$ cat config.mk
export PLATFORM = sky130hd
export DESIGN_NAME = acc_core
export DESIGN_NICKNAME = d
export VERILOG_FILES = /design/src/rtl/acc_pkg.sv /design/src/rtl/acc_mem.sv /design/src/rtl/acc_regfile.sv /design/src/rtl/acc_ctrl.sv /design/src/rtl/acc_core.sv
export SDC_FILE = /design/constraint.sdc
export NUM_CORES = 2
export LEC_CHECK = 0
export ABC_CLOCK_PERIOD_IN_PS = 6600
export BUFFER_PORTS_ARGS = -buffer_cell sky130_fd_sc_hd__buf_2
export CELL_PAD_IN_SITES_DETAIL_PLACEMENT = 0
export CELL_PAD_IN_SITES_GLOBAL_PLACEMENT = 1
export CORE_ASPECT_RATIO = 0.75
export CORE_MARGIN = 4
export CORE_UTILIZATION = 56
export CTS_CLUSTER_DIAMETER = 40
export DETAILED_ROUTE_END_ITERATION = 6
export PLACE_DENSITY = 0.86
export SLEW_MARGIN = 20
export SYNTH_ARGS = -nofsm -noshare
export SYNTH_HDL_FRONTEND = slang
export SYNTH_MEMORY_MAX_BITS = 65536
export SYNTH_SLANG_ARGS = --single-unit
$ cat constraint.sdc
create_clock -name clk -period 6.6 [get_ports clk]
set_input_delay 1.32 -clock clk [delete_from_list [all_inputs] [get_ports clk]]
set_output_delay 1.32 -clock clk [all_outputs]
set_load 0.1 [all_outputs]
$ cat src/rtl/acc_pkg.sv
package acc_pkg;
   localparam logic [6:0] OP_HALT  = 7'd0;
   localparam logic [6:0] OP_ADD   = 7'd1;
   localparam logic [6:0] OP_LOAD  = 7'd2;
   localparam logic [6:0] OP_STORE = 7'd3;

   typedef enum logic [3:0] {
      S_F0, S_F1, S_F2, S_F3, S_DEC, S_M0, S_M1, S_EX, S_ST, S_SW, S_HALT
   } step_t;

   typedef struct packed {
      logic mar_pc;
      logic mar_ir;
      logic dr_mem;
      logic dr_reg;
      logic dr_acc;
      logic ir_ld;
      logic pc_inc;
      logic add_en;
      logic ld_en;
      logic st_reg;
      logic mem_wr;
   } ctl_t;
endpackage

$ cat src/rtl/acc_mem.sv
module acc_mem #(
   parameter int DW = 16,
   parameter int AW = 8
) (
   input  logic          clk,
   input  logic          we,
   input  logic [AW-1:0] addr,
   input  logic [DW-1:0] wdata,
   output logic [DW-1:0] rdata
);
   localparam int DEPTH = 1 << AW;

   logic [DW-1:0] ram [DEPTH];

   always_ff @(posedge clk) begin
      if (we) ram[addr] <= wdata;
      rdata <= ram[addr];
   end
endmodule

$ cat src/rtl/acc_regfile.sv
module acc_regfile #(
   parameter int DW   = 16,
   parameter int NREG = 8,
   localparam int RSW = $clog2(NREG)
) (
   input  logic           clk,
   input  logic           rst_n,
   input  logic           we,
   input  logic [RSW-1:0] waddr,
   input  logic [DW-1:0]  wdata,
   input  logic [RSW-1:0] raddr,
   output logic [DW-1:0]  rdata,
   output logic [DW-1:0]  acc
);
   logic [DW-1:0] r [NREG];

   for (genvar g = 0; g < NREG; g++) begin : g_reg
      always_ff @(posedge clk) begin
         if (!rst_n)                       r[g] <= '0;
         else if (we && waddr == RSW'(g))  r[g] <= wdata;
      end
   end

   assign rdata = r[raddr];
   assign acc   = r[0];
endmodule

$ cat src/rtl/acc_ctrl.sv
module acc_ctrl
   import acc_pkg::*;
#(
   parameter int OPW = 7
) (
   input  logic           clk,
   input  logic           rst_n,
   input  logic [OPW-1:0] opcode,
   input  logic           mode,
   output ctl_t           ctl,
   output logic           halted
);
   step_t st, nxt;

   always_ff @(posedge clk) begin
      if (!rst_n) st <= S_F0;
      else        st <= nxt;
   end

   always_comb begin
      nxt = st;
      ctl = '0;
      case (st)
         S_F0:  begin ctl.mar_pc = 1'b1; nxt = S_F1; end
         S_F1:  nxt = S_F2;
         S_F2:  begin ctl.dr_mem = 1'b1; nxt = S_F3; end
         S_F3:  begin ctl.ir_ld = 1'b1; ctl.pc_inc = 1'b1; nxt = S_DEC; end
         S_DEC: begin
            case (opcode)
               OPW'(OP_HALT): nxt = S_HALT;
               OPW'(OP_ADD), OPW'(OP_LOAD): begin
                  if (mode) begin ctl.dr_reg = 1'b1; nxt = S_EX; end
                  else      begin ctl.mar_ir = 1'b1; nxt = S_M0; end
               end
               OPW'(OP_STORE): begin
                  if (mode) begin ctl.st_reg = 1'b1; nxt = S_F0; end
                  else      begin ctl.mar_ir = 1'b1; nxt = S_ST; end
               end
               default: nxt = S_F0;
            endcase
         end
         S_M0:  nxt = S_M1;
         S_M1:  begin ctl.dr_mem = 1'b1; nxt = S_EX; end
         S_EX:  begin
            ctl.add_en = (opcode == OPW'(OP_ADD));
            ctl.ld_en  = (opcode == OPW'(OP_LOAD));
            nxt = S_F0;
         end
         S_ST:  begin ctl.dr_acc = 1'b1; nxt = S_SW; end
         S_SW:  begin ctl.mem_wr = 1'b1; nxt = S_F0; end
         S_HALT: nxt = S_HALT;
         default: nxt = S_F0;
      endcase
   end

   assign halted = (st == S_HALT);
endmodule

$ cat src/rtl/acc_core.sv
module acc_core
   import acc_pkg::*;
#(
   parameter int DW   = 16,
   parameter int AW   = 8,
   parameter int OPW  = 7,
   parameter int NREG = 8
) (
   input  logic          clk,
   input  logic          rst_n,
   input  logic          pl_we,
   input  logic [AW-1:0] pl_addr,
   input  logic [DW-1:0] pl_data,
   output logic [DW-1:0] acc_out,
   output logic [AW-1:0] pc_out,
   output logic          zero_flag,
   output logic          carry_flag,
   output logic          halted
);
   localparam int RSW = $clog2(NREG);
   localparam int MB  = AW;

   if (OPW + 1 + AW != DW) begin : g_bad_fmt
      $error("instruction fields do not fill the word");
   end
   if (RSW > AW) begin : g_bad_sel
      $error("register select wider than operand field");
   end

   logic [AW-1:0] pc_q, mar_q;
   logic [DW-1:0] dr_q, ir_q, mem_q, reg_rd, acc;
   logic          fz_q, fc_q;
   ctl_t          ctl;
   logic [DW:0]   sum;
   logic [OPW-1:0] opcode;
   logic           mode;
   logic [RSW-1:0] sel;

   assign opcode = ir_q[DW-1 -: OPW];
   assign mode   = ir_q[MB];
   assign sel    = ir_q[RSW-1:0];
   assign sum    = {1'b0, acc} + {1'b0, dr_q};

   acc_ctrl #(.OPW(OPW)) u_ctrl (
      .clk(clk), .rst_n(rst_n), .opcode(opcode), .mode(mode),
      .ctl(ctl), .halted(halted)
   );

   logic           rf_we;
   logic [RSW-1:0] rf_wa;
   logic [DW-1:0]  rf_wd;

   assign rf_we = ctl.add_en | ctl.ld_en | ctl.st_reg;
   assign rf_wa = ctl.st_reg ? sel : '0;
   assign rf_wd = ctl.add_en ? sum[DW-1:0] : (ctl.ld_en ? dr_q : acc);

   acc_regfile #(.DW(DW), .NREG(NREG)) u_rf (
      .clk(clk), .rst_n(rst_n), .we(rf_we), .waddr(rf_wa), .wdata(rf_wd),
      .raddr(sel), .rdata(reg_rd), .acc(acc)
   );

   logic          m_we;
   logic [AW-1:0] m_addr;
   logic [DW-1:0] m_wd;

   assign m_we   = rst_n ? ctl.mem_wr : pl_we;
   assign m_addr = rst_n ? mar_q : pl_addr;
   assign m_wd   = rst_n ? dr_q : pl_data;

   acc_mem #(.DW(DW), .AW(AW)) u_mem (
      .clk(clk), .we(m_we), .addr(m_addr), .wdata(m_wd), .rdata(mem_q)
   );

   always_ff @(posedge clk) begin
      if (!rst_n) begin
         pc_q  <= '0;
         mar_q <= '0;
         dr_q  <= '0;
         ir_q  <= '0;
         fz_q  <= 1'b0;
         fc_q  <= 1'b0;
      end else begin
         if (ctl.mar_pc) mar_q <= pc_q;
         if (ctl.mar_ir) mar_q <= ir_q[AW-1:0];
         if (ctl.dr_mem) dr_q <= mem_q;
         if (ctl.dr_reg) dr_q <= reg_rd;
         if (ctl.dr_acc) dr_q <= acc;
         if (ctl.ir_ld)  ir_q <= dr_q;
         if (ctl.pc_inc) pc_q <= pc_q + AW'(1);
         if (ctl.add_en) begin
            fc_q <= sum[DW];
            fz_q <= (sum[DW-1:0] == '0);
         end
         if (ctl.ld_en) fz_q <= (dr_q == '0);
      end
   end

   assign acc_out    = acc;
   assign pc_out     = pc_q;
   assign zero_flag  = fz_q;
   assign carry_flag = fc_q;

   AST_PC_STEP: assert property (@(posedge clk) disable iff (!rst_n)
      !$stable(pc_q) |-> pc_q == $past(pc_q) + AW'(1));
   AST_HALT_HOLD: assert property (@(posedge clk) disable iff (!rst_n)
      halted |=> halted && $stable(pc_q) && $stable(acc));
   AST_CARRY_BY_ADD: assert property (@(posedge clk) disable iff (!rst_n)
      !$stable(fc_q) |-> $past(ctl.add_en));
   AST_MEM_WR_STORE: assert property (@(posedge clk) disable iff (!rst_n)
      ctl.mem_wr |-> (opcode == OPW'(OP_STORE)) && !mode);
   AST_ACC_WRITERS: assert property (@(posedge clk) disable iff (!rst_n)
      !$stable(acc) |-> $past(ctl.add_en || ctl.ld_en || (ctl.st_reg && sel == '0)));
endmodule

Word level (Yosys, flattened, before mapping) --
Memory sizes are Yosys's and may differ from the RTL's. A register that Yosys moved wholly into a read port is not among the register bits. Cells that the tools add are included.
Operators by class: multiply operators 0, equality and inequality tests 20, order comparisons 0, reductions and logical operators 19, $add $sub $neg 2, bitwise gates (word level) 10, mux-type cells 68, div/mod/pow operators 0, shifts and indexed selects 0
Operator list (number):
- $mux W16 | 14
- $mux W1 | 42
- $pmux W4 S9 | 1
- $logic_not A16 Y1 | 2
- $mux W8 | 3
- $add A16 B16 Y17 | 1
- $eq A4 B3 Y1 const B | 4
- $eq A7 B2 Y1 const B | 2
- $eq A3 B3 Y1 const B | 4
- $eq A4 B4 Y1 const B | 3
- $pmux W4 S3 | 1
- $or A1 B1 Y1 | 10
- $mux W3 | 3
- $add A8 B1 Y8 const B | 1
- $eq A4 B2 Y1 const B | 2
- $logic_and A1 B1 Y1 | 8
- $eq A7 B1 Y1 const B | 1
- $logic_not A7 Y1 | 1
- $eq A3 B2 Y1 const B | 2
- $mux W2 | 3
- $eq A4 B1 Y1 const B | 1
- $logic_not A4 Y1 | 1
- $mux W4 | 1
- $reduce_bool A2 Y1 | 2
- other kinds (5) | 6
Storage, ports and cells: output and inout port bits 27, memories kept 2, word-level logic and storage cells 128, bits in registers 54, latch bits 0, input bits 27, RAM bits 4224, ROM bits 0
Memories:
- u_mem.ram | words 256, bits a word 16, rd ports 1, clocked after memory_dff 1, write ports 1, line acc_mem.sv:13 | logic [DW-1:0] ram [DEPTH];
- u_rf.r | words 8, bits a word 16, rd ports 2, clocked after memory_dff 1, write ports 8, line acc_regfile.sv:15 | logic [DW-1:0] r [NREG];

Logic depth before layout (Yosys ltp) --
depth in word-level cells 10, gate-level depth with buffers 13, mapped depth without buffers 11

By module --
From an unflattened synthesis, not the netlist that was laid out.
Second synthesis, totals: cells, all modules 7643, area total of the unflattened synthesis 165532.5 sq um
By module, submodules not included:
- acc_mem | times used 1, cells an instance 6727, sequential area each 123318.3 sq um, area each 155399.0 sq um
- acc_regfile | times used 1, cells an instance 374, sequential area each 3843.7 sq um, area each 5809.3 sq um
- acc_core | times used 1, cells an instance 488, sequential area each 1001.0 sq um, area each 3890.0 sq um
- acc_ctrl | times used 1, cells an instance 54, sequential area each 80.1 sq um, area each 434.2 sq um

Worst setup path before layout --
No wires, ideal clock.
path kind input to register, start in rst_n, end mem u_mem.ram[0][0] (data pin), library setup time 557 ps, arrival 4660 ps, stages on the path 7, required time 6043 ps, path buffers 6, slack 1383 ps, cell sequence buf_6 > buf_2 > buf_1 > buf_2 > clkbuf_1 > buf_1 > mux2_2
On the way: word-level cells in the longest chain between the ends 1
Ends and longest elaborated chain:
- from (decl) | line acc_core.sv:10 | input logic rst_n,
- $mux W16 | line acc_core.sv:68 | assign m_wd = rst_n ? dr_q : pl_data;
- via m_wd[0] | line acc_core.sv:64 | logic [DW-1:0] m_wd;
- to (decl) | line acc_mem.sv:13
The timed path passes the listed nets, and every way through them passes these cells.

Worst setup path in the final report --
start in rst_n, end reg u_mem.rdata[2], read port of u_mem.ram
On the way: word-level cells in the longest chain between the ends 1
Ends and longest elaborated chain:
- $mux W8 | line acc_core.sv:67 | assign m_addr = rst_n ? mar_q : pl_addr;
- to (decl) | line acc_mem.sv:9 | output logic [DW-1:0] rdata
Every way passes these cells. A chain may end at the register's enable or synchronous reset.

==> flow_summary.toml <==
[logic_synthesis]
ys_seq_elements = 4297
synth_adder_area_share_pct = 0.140
synth_compound_area_share_pct = 4.47
ys_seq_area_share_pct = 77.4
avgSynthCellArea_um2 = 20.2
synthFlopType = "edfxtp_1"
syn-cell-area_um2 = 166000
synth_enable_flop_cells = 4224
synth.net_count = 8246
yosys.area_share.simple_pct = 2.12
synth_top_family_by_area = "multiplexers"
synth_cell_types = 60
synth_warnings = 0
synthXorXnorAreaFrac_pct = 0.106
postSynthCellCount = 8201
synthMuxAreaShare_pct = 14.2
synthArstFlopShare_pct = 0

[die]
io_pins = 54
start_util_pct = 56.4
dieArea_um2 = 305000
chipHeight_um = 479
die_x_um = 636
rows = 172
coreArea_um2 = 294000

[global_routing]
grt_max_degree = 157
gr-max-usage-layer = "met2"
antenna_found_initial = 34
met2_usage_pct = 44.8
grt_util_met3_pct = 12.5
grt.overflow.total = 0
grt_pass1_wl_um = 677000
use_met1_pct = 43.6
grt_pass1_vias = 88300
groute.usage.overall_pct = 31.3

[timing]
setup_viol = 0
tightest_slew_ns = 1.31
min_period_over_period_pct = 83.6
final-max-slew-violation-count = 0
fin_crit_ns = 5.52
final-hold-violation-count = 0
finClkSkew_ns = 0.0710
relSlewSlack_pct = 12.4
rsz0062_at_grt = "no"
clock.fmax_mhz = 181
worst_slack_ns = 1.08

[route]
via_count = 91800
via_per_inst = 7.02
first_iter_violations = 17400
wl_per_cell_um = 36.9
firstDrtPassIters = 7
antenna_left = 0
wl_um = 483000
drc = 2

[cells_and_area]
nNetsFinal = 8834
final_cell_mix = "4224 x edfxtp_1, 728 x mux4_2, 692 x mux2i_1"
drive_above_1_share_pct = 23.7
reg.largest.list = "u_mem.ram (4096), u_rf.r (128)"
largest_register_ffs = 4096
largest-register = "u_mem.ram"
syn2layout_area_growth_pct = 13.7
finalInstanceArea_um2 = 189000
n_fill_cell = 18500
mostFrequentLayoutCell = "edfxtp_1"

[setup_path]
r2r_slack_ns = 1.61
cp_data_required_time_ns = 7.38
r2r-start = "mar_q[0]"
reg2reg_depth = 9
r2r_end = "u_mem.rdata[2]"
critical_path.max_fanout = 45
cp_data_arrival_time_ns = 6.30
critPathCaptureType = "register"
worstSetupStartpointType = "primary input"
worst-setup-path-type = "primary input to register"

[min_path]
hp-start = "ir_q[7]"
holdPathEnd = "ir_q[7]"
hp-class = "register to register"
min_path_cells = 2

[outcome]
failed_checks = "design-rule violations"
status = "complete, but fails checks"

[clocking]
insertion_delay_ns = 0.96
cts_tree = "yes"
numCtsBuffers = 417
cts.sinks = 4297
htreeDepth = 5
clock_path_buffers = 4
cts.repair.resized = 0
cts_setup_buffers = 0
ctsHoldBuffers = 0
clkTransAtPathRegs_ns = 0.06
root_buffer = "clkbuf_16"

[power]
ir_drop_v = 0.000278
p_sw_w = 0.0137
powerDensity_nw_per_um2 = 315
p_leak_nw = 59.7
seqPwrFrac_pct = 52.0
swShare_pct = 23.0
cell_internal_pwr_w = 0.0458
power_frac_comb_pct = 7.1
clockPowerShare_pct = 40.9

[placed_design]
placed_area_um2 = 174000
preCtsSetupSlack_ns = 0.211
dpl.hpwl_um = 280000
place.gp.congestion = 0.925
numPortBuffers = 53

[flow_run]
max_cap_violations = 0
==> cells in the mapped netlist (28+ instances only) <==
master    number  share of area, %
clkbuf_1     254              0.58
o22ai_1      257              0.97
a22oi_1      195              0.88
a211oi_1     143              0.65
o21ai_0       33              0.10
edfxtp_1    4224                77
mux4_2       728               9.9
buf_4         28              0.13
o221ai_1     141              0.74
nand2_1      306              0.69
dfxtp_1       73              0.88
nor4_1        34              0.13
buf_2         83              0.25
a21oi_1      132              0.40
buf_6         63              0.43
mux2i_1      692               4.2
nor2_1       437              0.99
buf_1         68              0.15
==> per-stage QoR <==
step / hold slack [ns] / total power (W) / instances / util [%] / TNS, ns
finish: 0.465 / 0.0595 / 13100 / 64.2 / 0
detailed placement: 0.457 / 0.0356 / 12300 / 59.4 / 0
CTS: 0.466 / 0.0594 / 13100 / 64.1 / 0
global route: 0.489 / 0.0609 / 13100 / 64.2 / 0
floorplan: 0.443 / 0.0339 / 8201 / - / 0
global placement: 0.452 / 0.0354 / 12300 / 59.4 / -0.0896
==> critical path, cell delays in order <==
cell	delay, ns
buf_4	0.42
mux2_8	0.85
buf_12	0.41
buf_4	0.41
mux2i_1	0.23
o22ai_1	0.28
o41ai_1	0.94
o2111ai_2	0.75
a22oi_1	0.42
nand4_1	0.12
==> area by class of cell <==
class | instances | area (um^2) | area share (%)
sequential | 4297 | 128000 | 68.0
tap | 3915 | 4900 | 2.60
multi-input combinational | 3391 | 35600 | 18.9
clock buffer | 494 | 11000 | 5.83
inverter | 16 | 60.1 | 0.0319
clock inverter | 277 | 2930 | 1.55
timing repair buffer | 666 | 5700 | 3.02
antenna | 20 | 50.0 | 0.0265
==> worst max-delay path by stage <==
stage,start,to,slack (ns),cells past startpoint
final,rst_n,u_mem.rdata[2],1.08,10
after global routing,rst_n,u_mem.rdata[2],1.0,10
after CTS,rst_n,u_mem.rdata[2],1.12,10
after detailed placement,rst_n,u_mem.rdata[2],0.21,10
after global placement,rst_n,u_mem.rdata[8],-0.09,9
after floorplan,rst_n,u_mem.ram[0][0],1.38,7
==> routing by layer <==
layer  share of wire [%]  routed length [um]
met5               0.022                 106
met1                  34              166000
met4                 4.6               22000
met3                  17               83500
met2                  44              211000
==> cells by family (layout without fill, tap and decap cells) <==
group	Yosys count	in the layout
AO/OA/AOI/OAI	1050	1050
XOR/XNOR	20	20
adder cells (fa/ha/maj)	18	18
buffers and inverters	513	1453
flip-flops	4297	4297
multiplexers	1439	1439
other	0	20
AND/OR/NAND/NOR	864	864
==> power by group through the flow <==
stage	Clock, W	Combinational, W	Sequential, W
after global routing	0.0256	0.00436	0.0309
after detailed placement	0	0.00405	0.0315
after CTS	0.0244	0.00409	0.0309
final	0.0243	0.00420	0.0309
after floorplan	0	0.00233	0.0315
after global placement	0	0.00390	0.0315
Power figures use the tool's default switching activity.
